**config.mk**
```make
export PLATFORM = sky130hd
export DESIGN_NAME = stdp_updater
export DESIGN_NICKNAME = d
export VERILOG_FILES = /design/src/rtl/stdp_pkg.sv /design/src/rtl/stdp_cfg_reg.sv /design/src/rtl/stdp_weight_alu.sv /design/src/rtl/stdp_walk.sv /design/src/rtl/stdp_updater.sv
export SDC_FILE = /design/constraint.sdc
export NUM_CORES = 2
export LEC_CHECK = 0
export BUFFER_PORTS_ARGS = -buffer_cell sky130_fd_sc_hd__buf_2
export CAP_MARGIN = 25
export CORE_AREA = 5 5 343 345
export DETAILED_ROUTE_END_ITERATION = 10
export DIE_AREA = 0 0 348 350
export GPL_TIMING_DRIVEN = 0
export PLACE_DENSITY = 0.57
export SYNTH_ARGS = -nofsm -noshare
export SYNTH_HDL_FRONTEND = slang
export SYNTH_SLANG_ARGS = --single-unit
```
**constraint.sdc**
```tcl
create_clock -name clk -period 4.95 [get_ports clk]
set_input_delay 0.495 -clock clk [delete_from_list [all_inputs] [get_ports clk]]
set_output_delay 0.495 -clock clk [all_outputs]
set_load 0.01 [all_outputs]
```
**src/rtl/stdp_pkg.sv**
```systemverilog
package stdp_pkg;
  // Packed so that ceiling sits in [31:24] and step up in [7:0]
  typedef struct packed {
    logic [7:0] ceil;
    logic [7:0] floor;
    logic [7:0] dn;
    logic [7:0] up;
  } stdp_cfg_t;

  localparam stdp_cfg_t CFG_RESET = '{ceil: 8'd255, floor: 8'd0, dn: 8'd2, up: 8'd15};
endpackage

```
**src/rtl/stdp_cfg_reg.sv**
```systemverilog
module stdp_cfg_reg
  import stdp_pkg::*;
(
  input  logic      clk,
  input  logic      rst_n,
  input  logic      we,
  input  logic [31:0] wdata,
  output stdp_cfg_t cfg
);
  stdp_cfg_t cfg_d;

  always_comb begin
    cfg_d = cfg;
    if (we) cfg_d = stdp_cfg_t'(wdata);
  end

  always_ff @(posedge clk or negedge rst_n) begin
    if (!rst_n) cfg <= CFG_RESET;
    else        cfg <= cfg_d;
  end
endmodule

```
**src/rtl/stdp_weight_alu.sv**
```systemverilog
module stdp_weight_alu
  import stdp_pkg::*;
(
  input  logic [7:0] w_in,
  input  logic       active,
  input  stdp_cfg_t  cfg,
  output logic [7:0] w_out
);
  logic signed [9:0] raw;

  always_comb begin
    if (active) raw = $signed({2'b00, w_in}) + $signed({2'b00, cfg.up});
    else        raw = $signed({2'b00, w_in}) - $signed({2'b00, cfg.dn});
    if (raw < $signed({2'b00, cfg.floor}))     w_out = cfg.floor;
    else if (raw > $signed({2'b00, cfg.ceil})) w_out = cfg.ceil;
    else                                       w_out = raw[7:0];
  end
endmodule

```
**src/rtl/stdp_walk.sv**
```systemverilog
module stdp_walk #(
  parameter int N_IN  = 784,
  parameter int N_NEU = 200,
  parameter int AW    = 18,
  parameter int IW    = 10,
  parameter int NW    = 8
) (
  input  logic          clk,
  input  logic          rst_n,
  input  logic          start,
  input  logic [NW-1:0] id0,
  input  logic          vld0,
  input  logic [NW-1:0] id1,
  input  logic          vld1,
  output logic          busy,
  output logic [IW-1:0] idx,
  output logic [AW-1:0] raddr,
  output logic          last,
  output logic          empty_go
);
  localparam logic [IW-1:0] IDX_END = IW'(N_IN - 1);

  logic          busy_d, slot_q, slot_d, v1_q, v1_d;
  logic [IW-1:0] idx_d;
  logic [NW-1:0] id0_q, id0_d, id1_q, id1_d;
  logic [NW-1:0] cur_id;
  logic          accept;

  assign accept   = start && !busy;
  assign empty_go = accept && !vld0 && !vld1;
  assign cur_id   = slot_q ? id1_q : id0_q;
  assign raddr    = AW'(cur_id) * AW'(N_IN) + AW'(idx);
  assign last     = busy && (idx == IDX_END) && (slot_q || !v1_q);

  always_comb begin
    busy_d = busy; slot_d = slot_q; idx_d = idx;
    id0_d = id0_q; id1_d = id1_q; v1_d = v1_q;
    if (accept) begin
      id0_d  = id0; id1_d = id1; v1_d = vld1;
      busy_d = vld0 || vld1;
      slot_d = !vld0;
      idx_d  = '0;
    end else if (busy) begin
      if (idx == IDX_END) begin
        idx_d = '0;
        if (!slot_q && v1_q) slot_d = 1'b1;
        else                 busy_d = 1'b0;
      end else begin
        idx_d = idx + IW'(1);
      end
    end
  end

  always_ff @(posedge clk or negedge rst_n) begin
    if (!rst_n) begin
      busy <= 1'b0; slot_q <= 1'b0; idx <= '0;
      id0_q <= '0; id1_q <= '0; v1_q <= 1'b0;
    end else begin
      busy <= busy_d; slot_q <= slot_d; idx <= idx_d;
      id0_q <= id0_d; id1_q <= id1_d; v1_q <= v1_d;
    end
  end

  // inside a row the read address steps by one each cycle
  a_r6_addr_step: assert property (@(posedge clk) disable iff (!rst_n)
    (busy && idx != '0) |-> (raddr == $past(raddr) + AW'(1)));
endmodule

```
**src/rtl/stdp_updater.sv**
```systemverilog
module stdp_updater
  import stdp_pkg::*;
#(
  parameter int N_IN  = 784,
  parameter int N_NEU = 200,
  localparam int AW   = (N_IN * N_NEU > 1) ? $clog2(N_IN * N_NEU) : 1,
  localparam int IW   = (N_IN > 1) ? $clog2(N_IN) : 1,
  localparam int NW   = (N_NEU > 1) ? $clog2(N_NEU) : 1
) (
  input  logic            clk,
  input  logic            rst_n,
  input  logic            cfg_we,
  input  logic [31:0]     cfg_wdata,
  input  logic            start,
  input  logic [NW-1:0]   win0_id,
  input  logic            win0_vld,
  input  logic [NW-1:0]   win1_id,
  input  logic            win1_vld,
  input  logic [N_IN-1:0] in_vec,
  output logic            mem_re,
  output logic [AW-1:0]   mem_raddr,
  input  logic [7:0]      mem_rdata,
  output logic            mem_we,
  output logic [AW-1:0]   mem_waddr,
  output logic [7:0]      mem_wdata,
  output logic            done
);
  stdp_cfg_t cfg;
  logic busy, last, empty_go;
  logic [IW-1:0] idx;
  logic [AW-1:0] raddr;

  stdp_cfg_reg u_cfg (.clk, .rst_n, .we(cfg_we), .wdata(cfg_wdata), .cfg);

  stdp_walk #(.N_IN(N_IN), .N_NEU(N_NEU), .AW(AW), .IW(IW), .NW(NW)) u_walk (
    .clk, .rst_n, .start, .id0(win0_id), .vld0(win0_vld), .id1(win1_id), .vld1(win1_vld),
    .busy, .idx, .raddr, .last, .empty_go);

  // Input vector captured when a pass is accepted
  logic [N_IN-1:0] vec_q, vec_d;
  logic            cap_en;
  assign cap_en = start && !busy;
  always_comb vec_d = cap_en ? in_vec : vec_q;

  // Write-back stage, one cycle behind the read
  logic          rv_q, act_q, last_q, fw_q, done_q;
  logic [AW-1:0] wa_q;
  logic [7:0]    fwv_q, w_cur, w_new;
  logic          fw_d;

  assign w_cur = fw_q ? fwv_q : mem_rdata;
  stdp_weight_alu u_alu (.w_in(w_cur), .active(act_q), .cfg, .w_out(w_new));

  // Same-cycle write and re-read of one address: memory returns stale data
  assign fw_d = busy && rv_q && (raddr == wa_q);

  always_ff @(posedge clk or negedge rst_n) begin
    if (!rst_n) begin
      vec_q <= '0; rv_q <= 1'b0; act_q <= 1'b0; last_q <= 1'b0;
      wa_q <= '0; fw_q <= 1'b0; fwv_q <= '0; done_q <= 1'b0;
    end else begin
      vec_q  <= vec_d;
      rv_q   <= busy;
      act_q  <= vec_q[idx];
      last_q <= last;
      wa_q   <= raddr;
      fw_q   <= fw_d;
      fwv_q  <= w_new;
      done_q <= (rv_q && last_q) || empty_go;
    end
  end

  assign mem_re    = busy;
  assign mem_raddr = raddr;
  assign mem_we    = rv_q;
  assign mem_waddr = wa_q;
  assign mem_wdata = w_new;
  assign done      = done_q;

  // every written weight lies inside the configured limits
  a_r4_bounds: assert property (@(posedge clk) disable iff (!rst_n)
    (mem_we && cfg.floor <= cfg.ceil) |-> (mem_wdata >= cfg.floor && mem_wdata <= cfg.ceil));
  // write lands on the address read one cycle earlier
  a_r6_write_tracks_read: assert property (@(posedge clk) disable iff (!rst_n)
    mem_we |-> ($past(mem_re) && mem_waddr == $past(mem_raddr)));
  // done lasts one cycle
  a_r7_done_pulse: assert property (@(posedge clk) disable iff (!rst_n)
    done |=> !done);
  // no write is still pending when done appears
  a_r7_done_quiet: assert property (@(posedge clk) disable iff (!rst_n)
    done |-> !mem_we);
endmodule

```
Word-level counts from Yosys, hierarchy flattened:

Cells that the tools add are included.

* equality and inequality tests: 2
* order comparisons: 3
* add/subtract/negate cells: 4
* div/mod/pow operators: 0
* $mul: 1
* bitwise operators: 0
* reductions and logical operators: 21
* shifts and indexed selects: 0
* multiplexer cells: 18

Operators by type and width (number)
* two-way mux 10 bit: 4
* two-way mux 8 bit: 4
* adder 18 x 10 -> 18 bit: 1
* == test 18 bit: 1
* multiplier 8 x 6 -> 14 bit, second input constant: 1
* < comparator 10 x 11 -> 1 bit, second input constant: 1
* adder 10 x 1 -> 10 bit, second input constant: 1
* binary-select mux 1 bit (select 10 bit): 1
* == test 10 bit, second input constant: 1
* greater-than comparator 10 x 9 -> 1 bit: 1
* < comparator 10 x 9 -> 1 bit: 1
* adder 8 x 8 -> 9 bit: 1
* logical AND 1 bit: 9
* two-way mux 1 bit: 9
* subtractor 8 x 8 -> 9 bit: 1
* nonzero test 2 bit: 3
* zero test 1 bit: 5
* logical OR 1 bit: 3
* AND reduction 3 bit: 1

* memories: 0
* latch bits: 0
* input port bits: 846
* ROM bits: 0
* register bits after elaboration: 876
* RAM bits: 0

Logic depth before layout (Yosys ltp):

* depth after elaboration: 6
* mapped depth: 18

By module:

From an unflattened synthesis, not the netlist that was laid out.

* cells, all modules: 2822
* area total of the unflattened synthesis: 42130.4 um2

Modules (own cells, without submodules)
* stdp_updater: times used 1, seq. area each 20394.6 um2, cells an instance 2322, area an instance 36859.1 um2
* stdp_walk: times used 1, seq. area each 725.7 um2, cells an instance 230, area an instance 2396.0 um2
* stdp_weight_alu: times used 1, seq. area each 0.0 um2, cells an instance 202, area an instance 1514.0 um2
* stdp_cfg_reg: times used 1, seq. area each 817.0 um2, cells an instance 68, area an instance 1361.3 um2

Worst setup path before layout:

Ideal clock, no wire load.

* path type: register to output
* start point: register u_walk.slot_q
* end point: output mem_raddr[17]
* path slack: 0.206 ns
* data required time: 4.455 ns
* cell stages (with the launch flop): 14
* arrival time: 4.249 ns
* path through: dfrtp_1 > clkbuf_1 > mux2_2 > ha_1 > fa_1 > ha_1 > ha_1 > fa_1 > a21o_1 > a311o_1 > a21oi_1 > xnor2_1 > nor3b_1 > xor2_1

* longest elaborated chain between the ends: 3

RTL lines
* from (decl): line stdp_walk.sv:23 `logic busy_d, slot_q, slot_d, v1_q, v1_d;`
* from (signal assigned): line stdp_walk.sv:59 `busy <= busy_d; slot_q <= slot_d; idx <= idx_d;`
* two-way mux 8 bit: line stdp_walk.sv:31 `assign cur_id = slot_q ? id1_q : id0_q;`
* multiplier 8 x 6 -> 14 bit: line stdp_walk.sv:32 `assign raddr = AW'(cur_id) * AW'(N_IN) + AW'(idx);`
* adder 18 x 10 -> 18 bit: line stdp_walk.sv:32
* to (decl): line stdp_updater.sv:21 `output logic [AW-1:0] mem_raddr,`

Every way passes these cells.

Final worst setup path:

* start point: register fw_q
* end point: output mem_wdata[2]

* longest elaborated chain between the ends: 6
* elaborated cells on any way between the ends: 8
* those cells by class: 2 x add/sub; 2 x order compare; 4 x mux

RTL lines
* from (decl): line stdp_updater.sv:46 `logic rv_q, act_q, last_q, fw_q, done_q;`
* from (signal assigned): line stdp_updater.sv:67 `fw_q <= fw_d;`
* two-way mux 8 bit (*): line stdp_updater.sv:51 `assign w_cur = fw_q ? fwv_q : mem_rdata;`
* subtractor 8 x 8 -> 9 bit / adder 8 x 8 -> 9 bit (equally long branches): line stdp_weight_alu.sv:13, stdp_weight_alu.sv:12
* two-way mux 10 bit (*): line stdp_weight_alu.sv:12 `if (active) raw = $signed({2'b00, w_in}) + $signed({2'b00, cfg.up});`
* greater-than comparator 10 x 9 -> 1 bit: line stdp_weight_alu.sv:15 `else if (raw > $signed({2'b00, cfg.ceil})) w_out = cfg.ceil;`
* two-way mux 8 bit: line stdp_weight_alu.sv:15
* two-way mux 8 bit (*): line stdp_weight_alu.sv:14 `if (raw < $signed({2'b00, cfg.floor})) w_out = cfg.floor;`
* to (decl): line stdp_updater.sv:25 `output logic [7:0] mem_wdata,`

Mark *: on every way between the ends. The rest lies on a longest branch, timed or not.

==> impl_metrics.py <==
metrics = {
    "run_status": {
        "outcome": "finished with violations",
        "violations": "setup timing",
    },
    "logic_synthesis": {
        "yosys_register_bits": 876,
        "yosys.area_share.adder": 0.02291,
        "syn_nets": 3620,
        "synth_mux_area_frac": 0.3480,
        "synth_compound_area_frac": 0.03779,
        "synth-simple-area-share": 0.02170,
        "yosysSeqAreaShare": 0.5314,
        "async_flop_share": 1.000,
        "synth_xor_area_frac": 0.01064,
        "synth_cell_type_count": 75,
        "synth_top_family_by_area": "multiplexers",
        "ys.flop_type": "dfrtp_1",
        "synth_edf_count": 0,
        "syn_inst": 2702,
        "syn_avg_cell_area_sq_um": 15.28,
        "ys_warn_count": 0,
        "mappedNetlistArea_sq_um": 41280,
    },
    "critical_path": {
        "crit_path_end": "mem_wdata[2]",
        "critPathSlowestCell": "dfrtp_2",
        "cp_cell_sequence": "mux2i_4 -> inv_2 -> ha_4 -> fa_2 -> a21o_1 -> a21oi_2 -> o21ai_2 -> a21oi_2 -> xor2_1 -> mux2i_2 -> ha_1 -> nand4_1 -> nor2_2 -> o311ai_4 -> nand2_2 -> mux2i_1 -> mux2i_1 -> buf_2",
        "required_ns": 4.45,
        "r2r-start": "u_walk.idx[1]",
        "reg2reg_depth": 11,
        "endpoint_kind": "output port",
        "path_depth": 18,
        "worstPathArrival_ns": 4.58,
        "r2r_end": "act_q",
        "crit_family": "multiplexers",
        "crit_buf_inv": 2,
        "worstPathMaxFanout": 4,
        "rrSetupSlack_ns": 0.23,
        "max_stage_delay_ns": 0.45,
        "worstSetupPathType": "reg -> out",
        "start_kind": "register",
        "critPathLaunch": "fw_q",
    },
    "pwr": {
        "power_density_nw_per_um2": 312.7,
        "power_mw": 17.67,
        "ir_worst_vdd_v": 0.0004021,
        "leakagePower_nw": 26.06,
    },
    "grt": {
        "grt_pass1_vias": 32430,
        "grt_pass1_wl_mm": 227.6,
        "grt_antenna_before_repair": 73,
        "grt_max_degree": 117,
        "grtUsageTotal": 0.2567,
        "grt.overflow.total": 0,
    },
    "cts": {
        "cts_max_level": 3,
        "root_buffer": "clkbuf_16",
        "cts.sinks": 876,
        "numCtsBuffers": 100,
        "cts_buffer_depth": 3,
        "path_clk_slew_ns": 0.06,
        "cts_tree": "built",
        "clk_latency_ns": 0.69,
    },
    "layout": {
        "nNetsFinal": 5080,
        "drive_gt1_frac": 0.5281,
        "instances_no_fill": 5813,
        "area_delta_synth_final_pct": 36.88,
    },
    "die": {
        "start_util": 0.3625,
        "rows": 124,
        "die_w_microns": 348,
        "io_pins": 893,
        "core_area_sq_um": 113900,
        "die_h_microns": 350,
        "die_area_sq_um": 121800,
    },
    "place": {
        "numPortBuffers": 891,
        "post-dp-hpwl_mm": 122.3,
        "gp_congestion": 0.8137,
        "placed_cells": 5122,
    },
    "drt": {
        "finalWirelength_mm": 160.3,
        "routedWlPerCell_microns": 27.58,
        "drcViolationCount": 0,
        "drt_iter0_drc": 1644,
        "vias_per_cell": 5.176,
        "drtAntennaViolNets": 0,
        "drtPass1Iterations": 5,
        "via_count": 30090,
    },
    "timing": {
        "finalMaxSlewViolations": 0,
        "finClkSkew_ns": 0.03682,
        "setup_ws_ns": -0.1206,
        "relSlewSlack": 0.2946,
        "post-route-min-period_ns": 5.071,
        "fmax_mhz": 197.2,
        "finalHoldViolCount": 0,
        "fin_crit_sh": 1.024,
        "setup_viol": 10,
        "tightest_slew_ns": 1.058,
        "fin_setup_tns_ns": -0.9308,
        "rsz0062_at_grt": "yes",
    },
    "flow_run": {
        "cap_violations": 0,
    },
    "min_path": {
        "hold_path.class": "in -> reg",
        "hp-start": "in_vec[556]",
    },
}
==> per-stage QoR <==
| stage | setup slack (ns) | cell area, sq um | util | hold WS, ns |
|---|---|---|---|---|
| final | -0.1206 | 56510 | 0.4962 | 0.05064 |
| after global routing | -0.3504 | 56480 | 0.4960 | 0.01929 |
| after CTS | -0.1798 | 56150 | 0.4931 | 0.0001141 |
| after detailed placement | -0.6384 | 48010 | 0.4216 | 0.3388 |
| after global placement | -16.66 | 47630 | 0.4183 | 0.4045 |
| after floorplan | 0.2065 | 41280 | - | 0.1994 |
==> worst register-to-register path, cell delays in order, from the launching register on <==
cell	delay, ns
dfrtp_1	0.57
buf_4	0.35
buf_4	0.34
buf_2	0.45
clkbuf_1	0.82
mux4_2	0.44
a221oi_1	0.35
o22ai_1	0.22
nor3_1	0.61
a21oi_1	0.15
nand3_1	0.17
nand4_1	0.12
==> synth_stat cells (all sizes together), types with 3 or more instances <==
master,n,share of area
xnor2,28,0.0059
a221oi,17,0.0038
a21oi,37,0.0045
o21a,7,0.0013
or2,4,0.00061
mux2,829,0.23
o211ai,5,0.0010
o21ai,60,0.0074
nor2b,9,0.0014
a22oi,33,0.0060
a22o,16,0.0034
o31ai,3,0.00055
a211oi,7,0.0013
nor2,37,0.0034
buf,58,0.013
mux2i,62,0.015
nor3,8,0.00097
nand3,20,0.0024
nand2b,10,0.0015
dfrtp,863,0.52
nor4,3,0.00061
fa,6,0.0029
dfstp,13,0.0083
ha,66,0.020
nor3b,3,0.00055
a31oi,6,0.00091
and3,4,0.00061
nand4,12,0.0018
a311oi,3,0.00079
o22ai,6,0.00091
inv,35,0.0032
mux4,191,0.11
nand2,57,0.0052
clkbuf,119,0.011
xor2,17,0.0036
o311ai,3,0.00064
a21o,9,0.0016
and2,7,0.0011
==> area by class of cell <==
cell class	count	area, sq um
well taps	1512	1892
repair buffers	1360	9299
clock buffers	150	2942
multi-input cells	1613	18710
diodes	54	135.1
inverters	36	135.1
plain buffers	175	999.7
clock inverters	37	451.7
fillers	10120	57370
flip-flops and latches	876	21940
==> registers in the layout (all words and copies together), names as in the netlist, 8 cells and up <==
signal	cells
vec_q	784
mem_waddr	18
u_walk.id0_q	8
fwv_q	8
u_cfg.cfg	32
u_walk.idx	10
u_walk.id1_q	8
==> placed cells by master, fill, tap and decap left out, types with 11 or more instances in the layout <==
master / synthesis / final
clkbuf_16: 0 / 101
mux2i_1: 62 / 55
a22o_1: 16 / 16
ha_1: 66 / 53
dlygate4sd3_1: 0 / 420
clkinv_2: 0 / 21
buf_8: 2 / 12
inv_1: 35 / 33
nand3_1: 20 / 19
mux4_2: 162 / 162
nand2_1: 57 / 55
ha_4: 0 / 11
buf_6: 12 / 16
nor2_1: 37 / 30
a221oi_1: 16 / 16
dfrtp_1: 863 / 861
clkbuf_8: 0 / 23
xnor2_1: 28 / 24
mux4_1: 29 / 29
xor2_1: 17 / 15
clkbuf_1: 117 / 138
nand4_1: 12 / 12
buf_4: 15 / 43
diode_2: 0 / 54
dfstp_2: 13 / 13
a22oi_1: 33 / 33
a21oi_1: 37 / 28
o21ai_0: 56 / 47
mux2_2: 829 / 821
buf_2: 12 / 902
==> metal layers <==
layer  vias up  routed length, microns  GRT usage
li1      13180                       -          -
met1     15680                   66110     0.3275
met2       942                   79750     0.4406
met3       275                    8672    0.04946
met4        18                    5694    0.08818
met5         -                     125          0
==> worst min-delay path by stage <==
stage / slack, ns / endpoint / depth (start not counted)
after floorplan: 0.20 / act_q / 0
after global placement: 0.40 / mem_waddr[2] / 0
after detailed placement: 0.34 / vec_q[176] / 1
after CTS: 0.0001 / vec_q[321] / 2
after global routing: 0.02 / vec_q[416] / 2
final: 0.05 / vec_q[556] / 2
==> cells by family after synthesis <==
kind of cell / Yosys count
flip-flops: 876
AND/OR/NAND/NOR: 183
XOR/XNOR: 47
multiplexers: 1082
buffers and inverters: 213
AO/OA/AOI/OAI: 229
adder cells (fa/ha/maj): 72
==> report_power, final <==
group | switching (mW) | internal (mW)
sequential | 0.215 | 7.58
combinational | 1.00 | 1.27
clock | 3.11 | 4.49
total | 4.33 | 13.3
==> timing repair <==
item,in CTS,in global routing
cloned,0,0
pin swaps,35,25
setup endpoints to repair,24,12
setup buffers,23,9
resized for setup,81,24
hold buffers,420,0
hold endpoints to repair,502,0
Note: power is estimated with default switching activity, not from simulation.
